**src/rtl/spi_irq_pkg.sv**
```systemverilog
package spi_irq_pkg;
    localparam int NB = 7;

    localparam int B_TXUNF   = 6;
    localparam int B_RXFULL  = 5;
    localparam int B_RXAVAIL = 4;
    localparam int B_TXFULL  = 3;
    localparam int B_TXLOW   = 2;
    localparam int B_MFAIL   = 1;
    localparam int B_RXOVF   = 0;

    localparam logic [NB-1:0] STICKY = 7'b100_0011;

    localparam logic [2:0] A_STAT   = 3'd0;
    localparam logic [2:0] A_SETMSK = 3'd1;
    localparam logic [2:0] A_CLRMSK = 3'd2;
    localparam logic [2:0] A_MASK   = 3'd3;
    localparam logic [2:0] A_TXLVL  = 3'd4;
    localparam logic [2:0] A_RXLVL  = 3'd5;

    typedef enum logic {BUS_IDLE, BUS_RESP} bus_state_e;
endpackage

```
**src/rtl/spi_irq_regif.sv**
```systemverilog
module spi_irq_regif
    import spi_irq_pkg::*;
#(
    parameter int DW = 32,
    parameter int CW = 6
) (
    input  logic          clk,
    input  logic          rst_n,
    input  logic          req_valid,
    input  logic          req_write,
    input  logic [2:0]    req_addr,
    input  logic [NB-1:0] wd_bits,
    input  logic [NB-1:0] status_q,
    input  logic [NB-1:0] mask_q,
    input  logic [CW-1:0] tx_thr,
    input  logic [CW-1:0] rx_thr,
    output logic          rsp_valid,
    output logic [DW-1:0] rsp_rdata,
    output logic [NB-1:0] stat_clr,
    output logic [NB-1:0] mask_set,
    output logic [NB-1:0] mask_clr,
    output logic          txthr_we,
    output logic          rxthr_we
);
    bus_state_e state_q, state_d;
    logic [DW-1:0] rd_mux;
    logic          is_wr, is_rd;

    assign is_wr = req_valid &&  req_write;
    assign is_rd = req_valid && !req_write;

    // write-side decode
    always_comb begin
        stat_clr = '0;
        mask_set = '0;
        mask_clr = '0;
        txthr_we = 1'b0;
        rxthr_we = 1'b0;
        if (is_wr) begin
            case (req_addr)
                A_STAT:   stat_clr = wd_bits;
                A_SETMSK: mask_set = wd_bits;
                A_CLRMSK: mask_clr = wd_bits;
                A_TXLVL:  txthr_we = 1'b1;
                A_RXLVL:  rxthr_we = 1'b1;
                default:  ;
            endcase
        end else if (is_rd && req_addr == A_STAT) begin
            stat_clr = '1;
        end
    end

    // read mux
    always_comb begin
        rd_mux = '0;
        if (is_rd) begin
            case (req_addr)
                A_STAT:  rd_mux = {{(DW-NB){1'b0}}, status_q};
                A_MASK:  rd_mux = {{(DW-NB){1'b0}}, mask_q};
                A_TXLVL: rd_mux = {{(DW-CW){1'b0}}, tx_thr};
                A_RXLVL: rd_mux = {{(DW-CW){1'b0}}, rx_thr};
                default: rd_mux = '0;
            endcase
        end
    end

    // next state
    always_comb begin
        state_d = state_q;
        unique case (state_q)
            BUS_IDLE: if (req_valid) state_d = BUS_RESP;   // accept
            BUS_RESP: state_d = req_valid ? BUS_RESP        // chain
                                          : BUS_IDLE;       // drain
        endcase
    end

    // state register
    always_ff @(posedge clk) begin
        if (!rst_n) state_q <= BUS_IDLE;
        else        state_q <= state_d;
    end

    // outputs
    always_ff @(posedge clk) begin
        if (!rst_n)         rsp_rdata <= '0;
        else if (req_valid) rsp_rdata <= rd_mux;
    end

    assign rsp_valid = (state_q == BUS_RESP);
endmodule

```
**src/rtl/spi_irq_status.sv**
```systemverilog
module spi_irq_status
    import spi_irq_pkg::*;
#(
    parameter int CW = 6
) (
    input  logic          clk,
    input  logic          rst_n,
    input  logic          lin_mode,
    input  logic [CW-1:0] tx_count,
    input  logic [CW-1:0] rx_count,
    input  logic          tx_full,
    input  logic          rx_full,
    input  logic          ev_tx_underflow,
    input  logic          ev_rx_overflow,
    input  logic          ev_mode_fail,
    input  logic [CW-1:0] tx_thr,
    input  logic [CW-1:0] rx_thr,
    input  logic [NB-1:0] stat_clr,
    output logic [NB-1:0] status_q
);
    logic [NB-1:0] live, evv;

    always_comb begin
        live = '0;
        live[B_RXFULL]  = rx_full;
        live[B_RXAVAIL] = (rx_count >= rx_thr);
        live[B_TXFULL]  = tx_full;
        live[B_TXLOW]   = (tx_count < tx_thr);
        evv = '0;
        evv[B_TXUNF]    = ev_tx_underflow;
        evv[B_MFAIL]    = ev_mode_fail;
        evv[B_RXOVF]    = ev_rx_overflow;
    end

    always_ff @(posedge clk) begin
        if (!rst_n)        status_q <= '0;
        else if (lin_mode) status_q <= status_q & ~stat_clr;
        else               status_q <= (status_q & STICKY & ~stat_clr) | evv | live;
    end
endmodule

```
**src/rtl/spi_irq_cfg.sv**
```systemverilog
module spi_irq_cfg
    import spi_irq_pkg::*;
#(
    parameter int CW = 6
) (
    input  logic          clk,
    input  logic          rst_n,
    input  logic [NB-1:0] mask_set,
    input  logic [NB-1:0] mask_clr,
    input  logic          txthr_we,
    input  logic          rxthr_we,
    input  logic [CW-1:0] thr_wd,
    output logic [NB-1:0] mask_q,
    output logic [CW-1:0] tx_thr,
    output logic [CW-1:0] rx_thr
);
    localparam logic [CW-1:0] THR_RST = CW'(1);

    always_ff @(posedge clk) begin
        if (!rst_n) begin
            mask_q <= '0;
            tx_thr <= THR_RST;
            rx_thr <= THR_RST;
        end else begin
            mask_q <= (mask_q | mask_set) & ~mask_clr;
            if (txthr_we) tx_thr <= thr_wd;
            if (rxthr_we) rx_thr <= thr_wd;
        end
    end
endmodule

```
**src/rtl/spi_irq_unit.sv**
```systemverilog
module spi_irq_unit
    import spi_irq_pkg::*;
#(
    parameter int FIFO_DEPTH = 32,
    parameter int DW         = 32,
    localparam int CW        = $clog2(FIFO_DEPTH + 1)
) (
    input  logic          clk,
    input  logic          rst_n,
    input  logic          lin_mode,
    input  logic [CW-1:0] tx_count,
    input  logic [CW-1:0] rx_count,
    input  logic          tx_full,
    input  logic          rx_full,
    input  logic          ev_tx_underflow,
    input  logic          ev_rx_overflow,
    input  logic          ev_mode_fail,
    input  logic          req_valid,
    input  logic          req_write,
    input  logic [2:0]    req_addr,
    input  logic [DW-1:0] req_wdata,
    output logic          rsp_valid,
    output logic [DW-1:0] rsp_rdata,
    output logic          irq
);
    logic [NB-1:0] status_q, mask_q, stat_clr, mask_set, mask_clr;
    logic [CW-1:0] tx_thr, rx_thr;
    logic          txthr_we, rxthr_we;
    logic          unused_wdata;

    assign unused_wdata = ^req_wdata[DW-1:NB];

    spi_irq_regif #(.DW(DW), .CW(CW)) u_regif (
        .clk(clk), .rst_n(rst_n),
        .req_valid(req_valid), .req_write(req_write), .req_addr(req_addr),
        .wd_bits(req_wdata[NB-1:0]),
        .status_q(status_q), .mask_q(mask_q), .tx_thr(tx_thr), .rx_thr(rx_thr),
        .rsp_valid(rsp_valid), .rsp_rdata(rsp_rdata),
        .stat_clr(stat_clr), .mask_set(mask_set), .mask_clr(mask_clr),
        .txthr_we(txthr_we), .rxthr_we(rxthr_we)
    );

    spi_irq_status #(.CW(CW)) u_status (
        .clk(clk), .rst_n(rst_n), .lin_mode(lin_mode),
        .tx_count(tx_count), .rx_count(rx_count),
        .tx_full(tx_full), .rx_full(rx_full),
        .ev_tx_underflow(ev_tx_underflow), .ev_rx_overflow(ev_rx_overflow),
        .ev_mode_fail(ev_mode_fail),
        .tx_thr(tx_thr), .rx_thr(rx_thr),
        .stat_clr(stat_clr), .status_q(status_q)
    );

    spi_irq_cfg #(.CW(CW)) u_cfg (
        .clk(clk), .rst_n(rst_n),
        .mask_set(mask_set), .mask_clr(mask_clr),
        .txthr_we(txthr_we), .rxthr_we(rxthr_we),
        .thr_wd(req_wdata[CW-1:0]),
        .mask_q(mask_q), .tx_thr(tx_thr), .rx_thr(rx_thr)
    );

    assign irq = |(mask_q & status_q);
endmodule

```
**config.mk**
```make
export PLATFORM = sky130hd
export DESIGN_NAME = spi_irq_unit
export DESIGN_NICKNAME = d
export VERILOG_FILES = /design/src/rtl/spi_irq_pkg.sv /design/src/rtl/spi_irq_regif.sv /design/src/rtl/spi_irq_status.sv /design/src/rtl/spi_irq_cfg.sv /design/src/rtl/spi_irq_unit.sv
export SDC_FILE = /design/constraint.sdc
export NUM_CORES = 1
export LEC_CHECK = 0
export BUFFER_PORTS_ARGS = -buffer_cell sky130_fd_sc_hd__buf_2
export CAP_MARGIN = 10
export CORE_MARGIN = 3
export CORE_UTILIZATION = 40
export CTS_BUF_LIST = sky130_fd_sc_hd__clkbuf_8
export DETAILED_ROUTE_END_ITERATION = 6
export HOLD_SLACK_MARGIN = 0.03
export PLACE_DENSITY_LB_ADDON = 0.15
export SLEW_MARGIN = 20
export SYNTH_ARGS = -nofsm -noshare
export SYNTH_HDL_FRONTEND = slang
export SYNTH_SLANG_ARGS = --single-unit
```
**constraint.sdc**
```tcl
create_clock -name clk -period 1.2 [get_ports clk]
set_input_delay 0.24 -clock clk [delete_from_list [all_inputs] [get_ports clk]]
set_output_delay 0.24 -clock clk [all_outputs]
set_load 0.005 [all_outputs]
```
Yosys cells after proc, flatten, opt, wreduce, memory -nomap -nowiden:

Index checks and enable logic that the tools add are counted.

* flip-flop bits (word level): 59
* bits of input ports: 57
* word-level logic and storage cells: 43
* output and inout port bits: 34

* reduce and logical (&&, ||, !) cells: 6
* $lt $le $gt $ge: 2
* equality and inequality tests: 5
* bitwise logic cells: 9
* multiplexer cells: 15

Operators by type and width (number)
* 2-to-1 mux 7 bit: 8
* 2-to-1 mux 32 bit: 1
* AND 7 bit: 4
* case mux 7 bit (4 select lines): 1
* inverter 7 bit: 2
* OR 7 bit: 2
* OR 7 x 6 -> 7 bit: 1
* OR reduction 7 bit: 1
* equality test 3 x 2 -> 1 bit, second input constant: 2
* equality test 3 bit, second input constant: 2
* greater-or-equal comparator 6 bit: 1
* < comparator 6 bit: 1
* 2-to-1 mux 1 bit: 5
* equality test 3 x 1 -> 1 bit, second input constant: 1
* logical AND 1 bit: 3
* logical NOT 3 bit: 1
* logical NOT 1 bit: 1

Longest topological paths before layout:

Gate-level depths: netlist of run 1.

* depth in word-level cells: 10
* gate-level depth with buffers: 6
* depth with buffers taken out: 6

Hierarchy:

From an unflattened synthesis of run 1, not the netlist that was laid out.

* cells, all modules: 257
* area total of the unflattened synthesis: 2384.8 µm²

By module, submodules not included
* spi_irq_regif: times used 1, seq. area each 160.2 µm², cells an instance 125, area each 1074.8 µm²
* spi_irq_cfg: times used 1, seq. area each 380.4 µm², cells an instance 60, area each 710.7 µm²
* spi_irq_status: times used 1, seq. area each 140.1 µm², cells an instance 68, area each 569.3 µm²
* spi_irq_unit: times used 1, seq. area each 0.0 µm², cells an instance 4, area each 30.0 µm²

Worst setup path before layout of run 1:

OpenSTA, ideal clock, no wires.

* path kind: register to register
* start point: reg u_cfg.rx_thr[3]
* end point: reg u_status.status_q[4]
* path slack: -0.152 ns
* period minus slack after synthesis: 1.352 ns
* required time: 1.126 ns
* path buffers: 0
* library setup time: 0.074 ns
* arrival time: 1.277 ns
* cell stages (with the launch flop): 6
* cell sequence: dfxtp_1 > inv_1 > ha_1 > nand2_1 > or4_1 > a31oi_1

* longest elaborated chain between the ends: 3

RTL lines
* start: declaration: line spi_irq_cfg.sv:15 `output logic [CW-1:0] rx_thr`
* start signal: assignment: line spi_irq_cfg.sv:27 `if (rxthr_we) rx_thr <= thr_wd;`
* greater-or-equal comparator 6 bit: line spi_irq_status.sv:26 `live[B_RXAVAIL] = (rx_count >= rx_thr);`
* OR 7 x 6 -> 7 bit: line spi_irq_status.sv:38 `else status_q <= (status_q & STICKY & ~stat_clr) | evv | live;`
* 2-to-1 mux 7 bit: line spi_irq_status.sv:37 `else if (lin_mode) status_q <= status_q & ~stat_clr;`
* end signal: assignment: line spi_irq_status.sv:37
* end signal: assignment: line spi_irq_status.sv:38
* end: declaration: line spi_irq_status.sv:19 `output logic [NB-1:0] status_q`

No other way between the ends.
A chain may end at the register's enable or synchronous reset.

Final worst setup path of run 1:

* start point: reg u_cfg.mask_q[3]
* end point: out irq

* longest elaborated chain between the ends: 2

RTL lines
* start: declaration: line spi_irq_cfg.sv:13 `output logic [NB-1:0] mask_q,`
* start signal: assignment: line spi_irq_cfg.sv:25 `mask_q <= (mask_q | mask_set) & ~mask_clr;`
* AND 7 bit: line spi_irq_unit.sv:61 `assign irq = |(mask_q & status_q);`
* OR reduction 7 bit: line spi_irq_unit.sv:61
* end: declaration: line spi_irq_unit.sv:24 `output logic irq`

No other way between the ends.

==> flow_summary.yaml, run 1 <==
setup_path:
  crit_type: "register to output port"
  required_ps: 960
  critical_path_arrival_ps: 1210
  cp_top_family: "compound AO/OA/AOI/OAI gates"
  cp.buffers_inverters: 1
  r2r_setup_slack_ps: -210
  path_max_fanout: 2
  cp_slowest_cell: "a222oi_1"
  cp_cell_sequence: "a222oi_1 -> nand3_1 -> buf_2"
  start_kind: "register"
  end_kind: "output port"
  cpPeakStageDelay_ps: 330
logic_synthesis:
  ys_types: 40
  synth_edf_count: 0
  seq_area_frac_synth: 0.339
  yosys.area_share.adder: 0.0686
  ys.warnings.count: 0
  synth_compound_area_frac: 0.175
  ys_async_sr_fraction: 0
  synth_xor_xnor_area_share: 0
  synth_ff_type: "dfxtp_1"
  synth_top_family_by_area: "simple AND/OR/NAND/NOR gates"
  netlist_area_um2: 2010
  ys_seq_elements: 34
  postSynthAreaPerCell_um2: 8.54
  synthMuxAreaShare: 0.0898
  synthCells: 235
  synth-simple-area-share: 0.181
clock_tree:
  h-tree-depth: 2
  cts_tree: "built"
  insertion_delay_ps: 290
  numCtsBuffers: 5
  clk_pin_slew_ps: 70
  cts_root_buffer: "clkbuf_8"
  cts_buffer_depth: 2
  cts_sinks: 34
floorplan:
  dieHeight_um: 76.8
  die_w_um: 76.8
  rows: 25
  core_area_um2: 4790
  num_io_pins: 91
  initial_core_util: 0.419
  die_area_um2: 5900
pwr:
  p_int_mw: 1.94
  total_power_mw: 2.58
  p_sw_frac: 0.247
  total_leakage_power_nw: 1.15
  p_seq_frac: 0.456
  clkPwrFrac: 0.394
  power.switching_uw: 636
  peakVddDrop_v: 0.000610
  power_frac_comb: 0.151
  p_per_area_nw_per_um2: 970
global_routing:
  grt_pass1_wl_um: 8310
  grt_pass1_vias: 1694
  grt_max_degree: 25
  grt_use_total: 0.180
  antenna_found_initial: 0
  grt.overflow.total: 0
timing:
  timing.hold.ws_ps: 162
  hold_viol: 0
  rsz0062_at_grt: "yes"
  maxSlewViolCount: 0
  max_freq_mhz: 691
  setup_viol: 2
  fin_skew_ps: 1.78
  period_share: 1.21
  post-route-min-period_ps: 1450
  fin_ws_ps: -248
drt:
  wl_per_cell_um: 13.8
  drc: 0
  met2WireLength_um: 2430
  dr.pass1.iters: 4
  postRouteAntennaNets: 0
  met1_length_um: 2410
  wirelength_um: 5170
  via_per_inst: 4.80
  highest_layer: "met4"
  met3WireLength_um: 264
  first_iter_violations: 65
  vias: 1799
cells_and_area:
  nets: 375
  fin_cells: 375
  synthToLayoutAreaGrowth_pct: 32.5
  layout-drive-gt1-share: 0.347
  mostFrequentLayoutCells: "40 x buf_2, 33 x buf_4, 27 x dfxtp_1, 25 x conb_1, 19 x a21oi_1"
  fin_util: 0.556
  antenna_cells: 0
  layout_commonest_cell: "buf_2"
  fin_area_um2: 2660
place:
  placed_area_um2: 2460
  dpl.hpwl_um: 3940
  gp_congestion: 0.893
  dp.cells: 365
  port-buffer-count: 40
run_status:
  status: "complete, but fails checks"
  violations: "negative setup slack"
min_path:
  hold_path.class: "primary input to register"
run:
  maxCapViolations: 0
-- Yosys cell counts, drive strengths merged, types with 2 or more instances --
cell / number / area [um2]
dfxtp: 34 / 681
buf: 28 / 208
nor2: 16 / 60.1
a22o: 6 / 52.6
ha: 11 / 138
nor2b: 5 / 31.3
a21oi: 19 / 95.1
o21ai: 10 / 50.1
nand2: 14 / 52.6
clkbuf: 7 / 26.3
a31oi: 2 / 12.5
nand2b: 7 / 43.8
and2: 2 / 12.5
o211ai: 6 / 45.0
nand3b: 6 / 45.0
a22oi: 2 / 15.0
nand3: 5 / 25.0
mux2i: 18 / 180
a211oi: 7 / 52.6
inv: 15 / 56.3
-- cells by family (layout without fill, tap and decap cells) --
kind of cell | count (synthesis) | after routing
buffers and inverters | 50 | 99
adder cells (fa/ha/maj) | 11 | 11
flip-flops | 34 | 34
AO/OA/AOI/OAI | 55 | 55
AND/OR/NAND/NOR | 66 | 66
multiplexers | 18 | 18
other | 1 | 25
-- worst reg2reg max path, delay by kind of cell (launching register included) --
| family | cells | cell delay [ps] |
|---|---|---|
| adder cells (fa/ha/maj) | 1 | 260 |
| AO/OA/AOI/OAI | 1 | 140 |
| flip-flops | 1 | 330 |
| AND/OR/NAND/NOR | 2 | 560 |
| buffers and inverters | 1 | 60 |
-- flip-flops by register name (all words and copies together), names as in the netlist --
signal and count:
u_cfg.mask_q 7, u_cfg.rx_thr 6, u_cfg.tx_thr 6, u_regif.rsp_rdata 7
u_regif.rsp_valid 1, u_status.status_q 7
-- area by class of cell --
cell class	instances	area, um2
well taps	67	83.8
flip-flops and latches	34	689
inverters	15	61.3
multi-input cells	175	1210
clock buffers	5	68.8
clock inverters	3	37.5
repair buffers	76	508
fillers	486	2130
-- per-stage QoR --
| stage | worst slack [ps] | TNS [ps] |
|---|---|---|
| 5_1_grt | -319 | -626 |
| 2_1_floorplan | -152 | -496 |
| 3_3_place_gp | -194 | -4110 |
| 6_report | -248 | -462 |
| 3_5_place_dp | -235 | -4310 |
| 4_1_cts | -260 | -481 |
-- routing by layer --
| metal | track usage | up-vias |
|---|---|---|
| met2 | 0.301 | 51 |
| met5 | 0 | - |
| met4 | 0.0543 | 0 |
| met3 | 0.0340 | 7 |
| met1 | 0.232 | 824 |
| li1 | - | 917 |
-- final timing paths --
check                               to  depth (start not counted)                  from
setup reg to reg  u_status.status_q[4]                          5       u_cfg.rx_thr[4]
hold / removal         u_cfg.mask_q[6]                          2          req_wdata[6]
hold reg to reg   u_regif.rsp_rdata[5]                          1  u_regif.rsp_rdata[5]
setup / recovery                   irq                          3       u_cfg.mask_q[3]
-- power groups by stage --
| stage | Clock, mW | Combinational (mW) | Sequential (mW) |
|---|---|---|---|
| global route | 1.09 | 0.437 | 1.18 |
| global placement | 0 | 0.360 | 1.20 |
| detailed placement | 0 | 0.364 | 1.20 |
| CTS | 1.04 | 0.380 | 1.17 |
| floorplan | 0 | 0.249 | 1.19 |
| finish | 1.01 | 0.389 | 1.17 |
-- timing repair --
action                                  in CTS  in global routing
setup buffers                                1                  1
hold buffers                                 0                  0
hold endpoints to repair                     0                  0
endpoints found under the setup margin       3                  4
resized for setup                           14                  6
pin swaps                                    7                  5
Power figures use the tool's default switching activity.
==> run 2: changes to the inputs <==
- CELL_PAD_IN_SITES_DETAIL_PLACEMENT: default -> 2
- CELL_PAD_IN_SITES_GLOBAL_PLACEMENT: default -> 2
- CORE_ASPECT_RATIO: default -> 1.4
- CORE_MARGIN: 3 -> default
- CORE_UTILIZATION: 40 -> 24
==> flow_summary.yaml, run 2 (same netlist as run 1, synthesis figures left out) <==
place:
  dp.cells: 402
  gp_congestion: 0.781
  port-buffer-count: 40
  dpl.hpwl_um: 5040
cells_and_area:
  mostFrequentLayoutCells: "39 x buf_2, 36 x buf_4, 26 x dfxtp_1, 25 x conb_1, 18 x mux2i_1"
  top_regs: "u_cfg.mask_q x7, u_regif.rsp_rdata x7, u_status.status_q x7"
  layout_commonest_cell: "buf_2"
  antenna_cells: 0
  nets: 376
  layout-drive-gt1-share: 0.369
  synthToLayoutAreaGrowth_pct: 34.5
  fin_cells: 411
  fin_util: 0.331
setup_path:
  crit_type: "register to output port"
  path_max_fanout: 2
  r2r_setup_slack_ps: -210
  reg2reg_depth: 5
  start_kind: "register"
  required_ps: 960
  r2r-end: "u_status.status_q[4]"
  end_kind: "output port"
  crit_end: "irq"
  critical_path_arrival_ps: 1240
  startpoint: "u_cfg.mask_q[3]"
  r2r_start: "u_cfg.rx_thr[3]"
clock_tree:
  insertion_delay_ps: 290
  cts_tree: "built"
  cts_sinks: 34
  cts_hold_repair.buffers: 0
  numCtsBuffers: 5
  h-tree-depth: 2
  cts_buffer_depth: 2
  cts_root_buffer: "clkbuf_8"
  clk_pin_slew_ps: 80
global_routing:
  grt.overflow.total: 0
  grt_pass1_wl_um: 10400
  grt_max_degree: 25
  grt_pass1_vias: 1969
  grt_use_total: 0.162
  antenna_found_initial: 0
drt:
  wl_per_cell_um: 16.0
  first_iter_violations: 42
  postRouteAntennaNets: 0
  wirelength_um: 6590
  via_per_inst: 4.64
  dr.pass1.iters: 4
  vias: 1907
  drc: 0
floorplan:
  core_area_um2: 8150
  dieHeight_um: 110
  num_io_pins: 91
  die_area_um2: 8740
  initial_core_util: 0.246
  rows: 39
  die_w_um: 79.3
pwr:
  p_per_area_nw_per_um2: 938
  total_leakage_power_nw: 1.14
  power.switching_uw: 725
  power_frac_comb: 0.164
  p_int_mw: 1.81
  p_sw_frac: 0.286
  p_seq_frac: 0.464
  peakVddDrop_v: 0.000387
  clkPwrFrac: 0.372
timing:
  fin_skew_ps: 2.01
  period_share: 1.23
  max_freq_mhz: 676
  post-route-min-period_ps: 1480
  setup_viol: 3
  maxSlewViolCount: 0
  hold_viol: 0
  fin_ws_ps: -279
  rsz0062_at_grt: "yes"
min_path:
  min_path_cells: 2
  hold_path.class: "primary input to register"
run_status:
  status: "complete, but fails checks"
  violations: "negative setup slack"
run:
  maxCapViolations: 0
[run 2: cell types whose count changed in the layout (fill, tap and decap cells not counted), moves of 2 or more]
cell     delta
buf_4       +3
inv_1       -3
a21oi_2     +2
a21oi_1     -2
[run 2: area by class of cell]
type | count | area (um2)
clock buffer | 6 | 82.6
clock inverter | 2 | 12.5
fill | 955 | 5450
inverter | 15 | 61.3
multi-input combinational | 175 | 1220
sequential | 34 | 691
tap | 102 | 128
timing repair buffer | 77 | 505
[run 2: worst min-delay path by stage]
stage                          from                    to
6_report               req_wdata[6]       u_cfg.mask_q[6]
5_1_grt                req_wdata[6]       u_cfg.mask_q[6]
4_1_cts                req_wdata[6]       u_cfg.mask_q[6]
3_5_place_dp           req_wdata[6]       u_cfg.mask_q[6]
3_3_place_gp   u_regif.rsp_rdata[5]  u_regif.rsp_rdata[5]
2_1_floorplan                 rst_n       u_cfg.rx_thr[0]
[run 2: power groups by stage]
stage	Combinational (mW)	Sequential, mW	Clock, mW
floorplan	0.249	1.19	0
global placement	0.384	1.20	0
detailed placement	0.392	1.20	0
CTS	0.403	1.18	0.974
global route	0.469	1.18	1.02
finish	0.416	1.17	0.941
[run 2: worst max-delay path, cell delays in order, from the launching register on]
cell and delay (ps):
dfxtp_2 330, a222oi_1 340, nand3_1 140, buf_2 140
[run 2: timing repair]
item / 4_1_cts / 5_1_grt
resized for setup: 14 / 12
pin swaps: 7 / 4
setup buffers: 1 / 1
setup endpoints to repair: 3 / 4
[run 2: routing by layer]
| metal | global-route usage | part of all wire |
|---|---|---|
| met3 | 0.0206 | 0.031 |
| met1 | 0.189 | 0.43 |
| met2 | 0.298 | 0.52 |
| met5 | 0 | 0 |
| met4 | 0.0636 | 0.020 |
[run 2: stage by stage]
| stage | instance area [um2] | power (mW) | hold WS [ps] | setup TNS, ps | setup WS (ps) |
|---|---|---|---|---|---|
| after global routing | 2700 | 2.67 | 161 | -708 | -348 |
| after global placement | 2500 | 1.58 | 456 | -4730 | -208 |
| after detailed placement | 2500 | 1.59 | 458 | -5300 | -248 |
| after CTS | 2650 | 2.55 | 142 | -566 | -303 |
| after floorplan | 2120 | 1.44 | 302 | -496 | -152 |
| final | 2700 | 2.53 | 147 | -491 | -279 |
